<file path="src/rtl/tagmatch_pkg.sv">
// Shared definitions for the tagged-token engine.
// Assumes a single operand-side bit per token.
package tagmatch_pkg;
    typedef enum logic {
        SIDE_A = 1'b0,
        SIDE_B = 1'b1
    } side_e;
endpackage

</file>
<file path="src/rtl/tagmatch_store.sv">
// Associative waiting store: finds the partner of a query token (same node and
// context, opposite side), inserts into the lowest free entry, and consumes the
// matched entry. Assumes the caller issues at most one of insert/consume per cycle.
module tagmatch_store #(
    parameter int DEPTH  = 8,
    parameter int NODE_W = 3,
    parameter int CTX_W  = 6,
    parameter int DATA_W = 32
) (
    input  logic              clk,
    input  logic              rst_n,
    input  logic [NODE_W-1:0] q_node,
    input  logic [CTX_W-1:0]  q_ctx,
    input  logic              q_side,
    input  logic              ins_en,
    input  logic [DATA_W-1:0] ins_data,
    input  logic              del_en,
    output logic              hit,
    output logic [DATA_W-1:0] hit_data,
    output logic              full,
    output logic              empty
);
    localparam int IDX_W = (DEPTH > 1) ? $clog2(DEPTH) : 1;

    logic [DEPTH-1:0]  vld;
    logic [NODE_W-1:0] e_node [DEPTH];
    logic [CTX_W-1:0]  e_ctx  [DEPTH];
    logic              e_side [DEPTH];
    logic [DATA_W-1:0] e_data [DEPTH];
    logic [IDX_W-1:0]  hit_idx;
    logic [IDX_W-1:0]  free_idx;

    // Search for the lowest matching entry and the lowest free entry.
    always_comb begin
        hit      = 1'b0;
        hit_idx  = '0;
        free_idx = '0;
        full     = 1'b1;
        empty    = 1'b1;
        for (int i = DEPTH - 1; i >= 0; i--) begin
            if (vld[i] && e_node[i] == q_node && e_ctx[i] == q_ctx && e_side[i] != q_side) begin
                hit     = 1'b1;
                hit_idx = IDX_W'(i);
            end
            if (!vld[i]) begin
                full     = 1'b0;
                free_idx = IDX_W'(i);
            end else begin
                empty = 1'b0;
            end
        end
    end

    assign hit_data = e_data[hit_idx];

    // Track valid bits: set on insert, clear on consume.
    always_ff @(posedge clk) begin
        if (!rst_n) begin
            vld <= '0;
        end else begin
            if (ins_en) vld[free_idx] <= 1'b1;
            if (del_en) vld[hit_idx]  <= 1'b0;
        end
    end

    // Capture token fields into the entry being filled.
    always_ff @(posedge clk) begin
        if (ins_en) begin
            e_node[free_idx] <= q_node;
            e_ctx[free_idx]  <= q_ctx;
            e_side[free_idx] <= q_side;
            e_data[free_idx] <= ins_data;
        end
    end


    ins_room_chk: assert property (@(posedge clk) disable iff (!rst_n) ins_en |-> !full);

    del_match_chk: assert property (@(posedge clk) disable iff (!rst_n) del_en |-> hit);
endmodule

</file>
<file path="src/rtl/tagmatch_fifo.sv">
// Recirculation FIFO: accepts zero or two tokens per cycle and pops one.
// Assumes DEPTH is a power of two and the writer checks room before a double push.
module tagmatch_fifo #(
    parameter int DEPTH = 4,
    parameter int W     = 42
) (
    input  logic                      clk,
    input  logic                      rst_n,
    input  logic                      push2,
    input  logic [W-1:0]              wd0,
    input  logic [W-1:0]              wd1,
    input  logic                      pop,
    output logic [W-1:0]              head,
    output logic                      empty,
    output logic [$clog2(DEPTH):0]    cnt
);
    localparam int PTR_W = $clog2(DEPTH);

    logic [W-1:0]     mem [DEPTH];
    logic [PTR_W-1:0] wr_ptr;
    logic [PTR_W-1:0] rd_ptr;

    assign head  = mem[rd_ptr];
    assign empty = (cnt == '0);

    // Advance pointers and occupancy.
    always_ff @(posedge clk) begin
        if (!rst_n) begin
            wr_ptr <= '0;
            rd_ptr <= '0;
            cnt    <= '0;
        end else begin
            if (push2) wr_ptr <= wr_ptr + PTR_W'(2);
            if (pop)   rd_ptr <= rd_ptr + PTR_W'(1);
            cnt <= cnt + (push2 ? ($clog2(DEPTH)+1)'(2) : '0) - (pop ? ($clog2(DEPTH)+1)'(1) : '0);
        end
    end

    // Store both pushed tokens in consecutive slots.
    always_ff @(posedge clk) begin
        if (push2) begin
            mem[wr_ptr]              <= wd0;
            mem[wr_ptr + PTR_W'(1)]  <= wd1;
        end
    end


    fifo_room_chk: assert property (@(posedge clk) disable iff (!rst_n)
        push2 |-> cnt <= ($clog2(DEPTH)+1)'(DEPTH - 2));

    fifo_under_chk: assert property (@(posedge clk) disable iff (!rst_n) pop |-> !empty);
endmodule

</file>
<file path="src/rtl/tagmatch_engine.sv">
// Tagged-token engine running an iterative Fibonacci node: pairs operands by
// node/context/side, adds them, reports to the host and regenerates successors.
// Assumes MAX_I < 2**CTX_W so that context i+2 never wraps.
module tagmatch_engine #(
    parameter int DATA_W      = 32,
    parameter int NODE_W      = 3,
    parameter int CTX_W       = 6,
    parameter int MAX_I       = 40,
    parameter int STORE_DEPTH = 8,
    parameter int FIFO_DEPTH  = 4
) (
    input  logic              clk,
    input  logic              rst_n,
    input  logic              in_valid,
    output logic              in_ready,
    input  logic [DATA_W-1:0] in_data,
    input  logic [NODE_W-1:0] in_node,
    input  logic [CTX_W-1:0]  in_ctx,
    input  logic              in_port,
    output logic              out_valid,
    input  logic              out_ready,
    output logic [DATA_W-1:0] out_data,
    output logic [CTX_W-1:0]  out_ctx,
    output logic              done
);
    import tagmatch_pkg::*;

    localparam int TOK_W = DATA_W + NODE_W + CTX_W + 1;
    localparam int CNT_W = $clog2(FIFO_DEPTH) + 1;
    localparam logic [CTX_W-1:0] LAST_CTX = CTX_W'(MAX_I - 1);

    logic [TOK_W-1:0]  f_head, f_wd0, f_wd1;
    logic              f_empty, f_pop, f_push2;
    logic [CNT_W-1:0]  f_cnt;
    logic [DATA_W-1:0] t_data, sum, hit_data;
    logic [NODE_W-1:0] t_node;
    logic [CTX_W-1:0]  t_ctx;
    logic              t_side, t_valid;
    logic              hit, s_full, s_empty;
    logic              drop, out_free, can_fire, take, accept, fire;

    // Pick the recirculated token first, external input otherwise.
    always_comb begin
        if (!f_empty) begin
            {t_data, t_node, t_ctx, t_side} = f_head;
            t_valid = 1'b1;
        end else begin
            {t_data, t_node, t_ctx, t_side} = {in_data, in_node, in_ctx, in_port};
            t_valid = in_valid;
        end
    end

    // Decide whether the selected token can be taken and what it does.
    always_comb begin
        drop     = t_ctx > LAST_CTX;
        out_free = !out_valid || out_ready;
        can_fire = out_free && (f_cnt <= CNT_W'(FIFO_DEPTH - 2));
        take     = drop || (hit ? can_fire : !s_full);
        accept   = t_valid && take;
        fire     = accept && !drop && hit;
        sum      = hit_data + t_data;
        in_ready = f_empty && take;
        f_pop    = accept && !f_empty;
        f_push2  = fire && (t_ctx < LAST_CTX);
        f_wd0    = {sum, t_node, t_ctx + CTX_W'(1), SIDE_A};
        f_wd1    = {sum, t_node, t_ctx + CTX_W'(2), SIDE_B};
        done     = f_empty && s_empty && !out_valid;
    end

    tagmatch_store #(
        .DEPTH(STORE_DEPTH), .NODE_W(NODE_W), .CTX_W(CTX_W), .DATA_W(DATA_W)
    ) u_store (
        .clk(clk), .rst_n(rst_n),
        .q_node(t_node), .q_ctx(t_ctx), .q_side(t_side),
        .ins_en(accept && !drop && !hit), .ins_data(t_data),
        .del_en(fire),
        .hit(hit), .hit_data(hit_data), .full(s_full), .empty(s_empty)
    );

    tagmatch_fifo #(.DEPTH(FIFO_DEPTH), .W(TOK_W)) u_fifo (
        .clk(clk), .rst_n(rst_n),
        .push2(f_push2), .wd0(f_wd0), .wd1(f_wd1),
        .pop(f_pop), .head(f_head), .empty(f_empty), .cnt(f_cnt)
    );

    // Host result register: load on firing, clear when taken.
    always_ff @(posedge clk) begin
        if (!rst_n) begin
            out_valid <= 1'b0;
            out_data  <= '0;
            out_ctx   <= '0;
        end else if (fire) begin
            out_valid <= 1'b1;
            out_data  <= sum;
            out_ctx   <= t_ctx;
        end else if (out_ready) begin
            out_valid <= 1'b0;
        end
    end


    out_hold_chk: assert property (@(posedge clk) disable iff (!rst_n)
        out_valid && !out_ready |=> out_valid && $stable(out_data) && $stable(out_ctx));

    out_ctx_chk: assert property (@(posedge clk) disable iff (!rst_n)
        out_valid |-> out_ctx <= LAST_CTX);

    idle_keep_chk: assert property (@(posedge clk) disable iff (!rst_n)
        done && !in_valid |=> done);
endmodule

</file>
<file path="config.mk">
export PLATFORM = sky130hd
export DESIGN_NAME = tagmatch_engine
export DESIGN_NICKNAME = d
export VERILOG_FILES = /design/src/rtl/tagmatch_pkg.sv /design/src/rtl/tagmatch_store.sv /design/src/rtl/tagmatch_fifo.sv /design/src/rtl/tagmatch_engine.sv
export SDC_FILE = /design/constraint.sdc
export NUM_CORES = 1
export LEC_CHECK = 0
export CORE_ASPECT_RATIO = 1.2
export CORE_MARGIN = 2
export CORE_UTILIZATION = 53
export CTS_BUF_LIST = sky130_fd_sc_hd__clkbuf_4 sky130_fd_sc_hd__clkbuf_8
export DETAILED_ROUTE_END_ITERATION = 7
export GPL_TIMING_DRIVEN = 0
export PLACE_DENSITY = 0.82
export RECOVER_POWER = 100
export SLEW_MARGIN = 30
export SYNTH_ARGS = -nofsm -noshare
export SYNTH_HDL_FRONTEND = slang
export SYNTH_SLANG_ARGS = --single-unit
export TNS_END_PERCENT = 100
</file>
<file path="constraint.sdc">
create_clock -name clk -period 9.9 [get_ports clk]
set_input_delay 2.475 -clock clk [delete_from_list [all_inputs] [get_ports clk]]
set_output_delay 2.475 -clock clk [all_outputs]
set_load 0.02 [all_outputs]
</file>
==> impl_metrics.csv <==
group,metric,value,unit
worst_setup_path,crit_path_top_delay_cell,"clkinv_1",
worst_setup_path,arrival,10370,ps
global_routing,antenna_found_initial,1,
logic_synthesis,synth_flop_cell,"edfxtp_1",
worst_setup_path,path_class,"in2reg",
logic_synthesis,syn_nets,1775,
logic_synthesis,yosysMostFrequentCell,"edfxtp_1",
floorplanning,chipHeight,227,um
job,cap_violations,6,
placed_design,io_buffers,80,
logic_synthesis,async_flop_share,0,%
floorplanning,dieArea,0.0430,mm^2
clocking,postCtsSetupBuffers,0,
worst_setup_path,cp-end-kind,"register",
route,routed_wl,63.4,mm
route,wl_met3,4.85,mm
floorplanning,fp.coreArea,0.0407,mm^2
route,wl_met1,22.3,mm
route,wire_per_inst,25.6,um
floorplanning,die_w,190,um
clocking,clk_path_buf_depth,3,
global_routing,track_usage,29.4,%
sta,hold_violations,0,
placed_design,post-place-ws,-385,ps
worst_setup_path,worstPathMaxFanout,16,
power,p_leak,0.00867,uW
clocking,cts_tree,"built",
logic_synthesis,netlist_area,0.0219,mm^2
global_routing,grt_pass1_vias,15635,
logic_synthesis,yosys.area.top_type,"edfxtp_1",
sta,rsz0062_at_grt,"no",
placed_design,place_hpwl,44.6,mm
power,powerDensity,317,mW/mm^2
logic_synthesis,syn_avg_cell_area,13.0,um^2
run_status,outcome,"finished, violations left",
global_routing,overflow,0,
global_routing,grt_max_degree,38,
final_layout,layout-drive-gt1-share,9.35,%
logic_synthesis,netlist_instances,1692,
power,p_switching,3070,uW
power,p_seq_share,38.9,%
worst_setup_path,critPathLaunchType,"input pin",
logic_synthesis,synthTopCellsByArea,"edfxtp_1 59%, dfxtp_1 5.0%, mux2i_1 5.0%",
clocking,cts-root-buf,"clkbuf_8",
worst_setup_path,path_buf_inv,4,
logic_synthesis,ys_ff_latch,485,
sta,period_needed,9830,ps
final_layout,fill_cells,3110,
worst_setup_path,crit_family,"compound AO/OA/AOI/OAI gates",
sta,fin_crit_sh,99.3,%
floorplanning,row_count,81,
floorplanning,initial_core_util,53.8,%
final_layout,fin_util,61.2,%
clocking,cts.sink_count,485,
final_layout,area_growth,13.9,%
sta,slew_headroom,-83.6,%
power,worst_ir_drop_vdd,0.000249,V
route,drt-pass1-iter-count,8,
route,drc,0,
final_layout,antenna_cells,0,
power,power_frac_clock,20.9,%
route,dr_wl_met2,31.8,mm
global_routing,grt_pass1_wl,93.2,mm
route,detail-route-antenna-nets,0,
worst_setup_path,critPathMaxStageDelay,870,ps
logic_synthesis,yosys_warnings,0,
power,combPwrFrac,40.1,%
run_status,violations,"max-capacitance violations, max-slew violations",
power,total_power,7900,uW
route,drtIter0Drc,1623,
route,top_layer,"met4",
logic_synthesis,synth_common_cells,"430 x edfxtp_1, 240 x nand2_1, 110 x mux2i_1",
sta,slew_violations,79,
placed_design,routabilityCongestion,0.979,
sta,tightest_slew,2750,ps
clocking,htreeDepth,3,
worst_setup_path,worstPathRequired,10440,ps
sta,finalSetupViolations,0,
power,cell_internal_pwr,4830,uW
logic_synthesis,ys_seq_area_share,64.0,%
power,switching_share,38.9,%
route,viasPerCell,6.23,
hold_path,min_path_type,"reg2reg",
logic_synthesis,ys_types,88,
clocking,clk_pin_slew,60,ps
logic_synthesis,synth_top_cell_area_share,58.9,%
sta,finClkSkew,25.3,ps
sta,clock.fmax,102,MHz
final_layout,nets,1957,
clocking,clk_latency,610,ps
floorplanning,ioPinCount,87,
route,vias,15416,
logic_synthesis,synth-edff-count,430,
clocking,cts_buffers,76,
sta,fin_ws,73.9,ps
worst paths after layout:
path / startpoint / to / slack [ps] / cells after the start
max: in_ctx[3] / out_data[30] / 70 / 26
min: out_data[20] / out_data[20] / 460 / 2
max reg2reg: u_fifo.cnt[0] / out_data[30] / 600 / 25
min reg2reg: out_data[20] / out_data[20] / 460 / 2
cells by family (layout without fill, tap and decap cells):
| family | Yosys count | count (layout) | synth area share [%] |
|---|---|---|---|
| AOI/OAI and AO/OA | 314 | 314 | 10.0 |
| xor gates and xnor gates | 129 | 129 | 5.16 |
| adders and majority gates | 37 | 37 | 2.15 |
| buffers and inverters | 133 | 376 | 2.71 |
| DFF | 485 | 485 | 64.0 |
| muxes | 121 | 121 | 5.96 |
| and+or+nand+nor | 473 | 473 | 10.0 |
metrics by stage:
stage	instance area, um^2	setup TNS [ps]	instances	hold slack [ps]
floorplan	21900	0	1692	490
global placement	23400	-138340	2311	444
detailed placement	24000	-4460	2335	451
CTS	25500	0	2474	461
global route	25000	0	2474	474
finish	25000	0	2474	456
sequential cells by signal, summed over array words and instances, names as in the netlist, named ones only:
register and count:
u_fifo.rd_ptr 2, u_store.e_ctx 48, out_valid 1, u_store.e_side 8
u_fifo.mem 94, u_fifo.head 1, out_ctx 6, u_store.e_data 256
u_store.e_node 24, u_fifo.wr_ptr 1, u_store.vld 8, u_fifo.cnt 3
out_data 32
routing by layer:
layer / GRT usage (%) / vias up
met5: 0 / -
li1: - / 6744
met2: 51.8 / 917
met1: 33.5 / 7504
met3: 5.08 / 251
met4: 18.0 / 0
tightest hold or removal path, stage by stage (launching register included):
cell and delay, ps:
dfxtp_1 310, nand2_1 50, a21oi_1 50
timing repair:
item / 4_1_cts / 5_1_grt
endpoints found under the setup margin: 0 / 18
resized for setup: 0 / 7
hold buffers: 0 / 0
cell usage in the layout (no fill, tap or decap), types with 34 or more instances in the layout:
master           instances
a21oi_1                 67
and3_1                  34
clkbuf_1                72
clkbuf_8                83
clkdlybuf4s50_1         37
dfxtp_1                 55
dlygate4sd3_1           43
edfxtp_1               430
ha_1                    36
inv_1                   47
mux2i_1                112
nand2_1                240
nor2_1                  66
o21ai_0                 66
xnor2_1                 68
xor2_1                  61
power by group through the flow:
| stage | clock network (uW) | registers, uW | logic, uW |
|---|---|---|---|
| floorplan | 0 | 3070 | 2050 |
| global placement | 0 | 3120 | 3010 |
| detailed placement | 0 | 3100 | 3200 |
| CTS | 1670 | 3060 | 3220 |
| global route | 1760 | 3090 | 3380 |
| finish | 1650 | 3070 | 3170 |
layout make-up:
type	instances	area, um^2	share of cell area [%]
buffer	84	408	1.63
clock buffer	113	1370	5.48
clock inverter	26	124	0.496
inverter	49	184	0.737
multi-input combinational	1074	7290	29.2
sequential	485	14000	56.2
tap	539	674	2.70
timing repair buffer	104	891	3.57
Note: power is estimated with default switching activity, not from simulation.
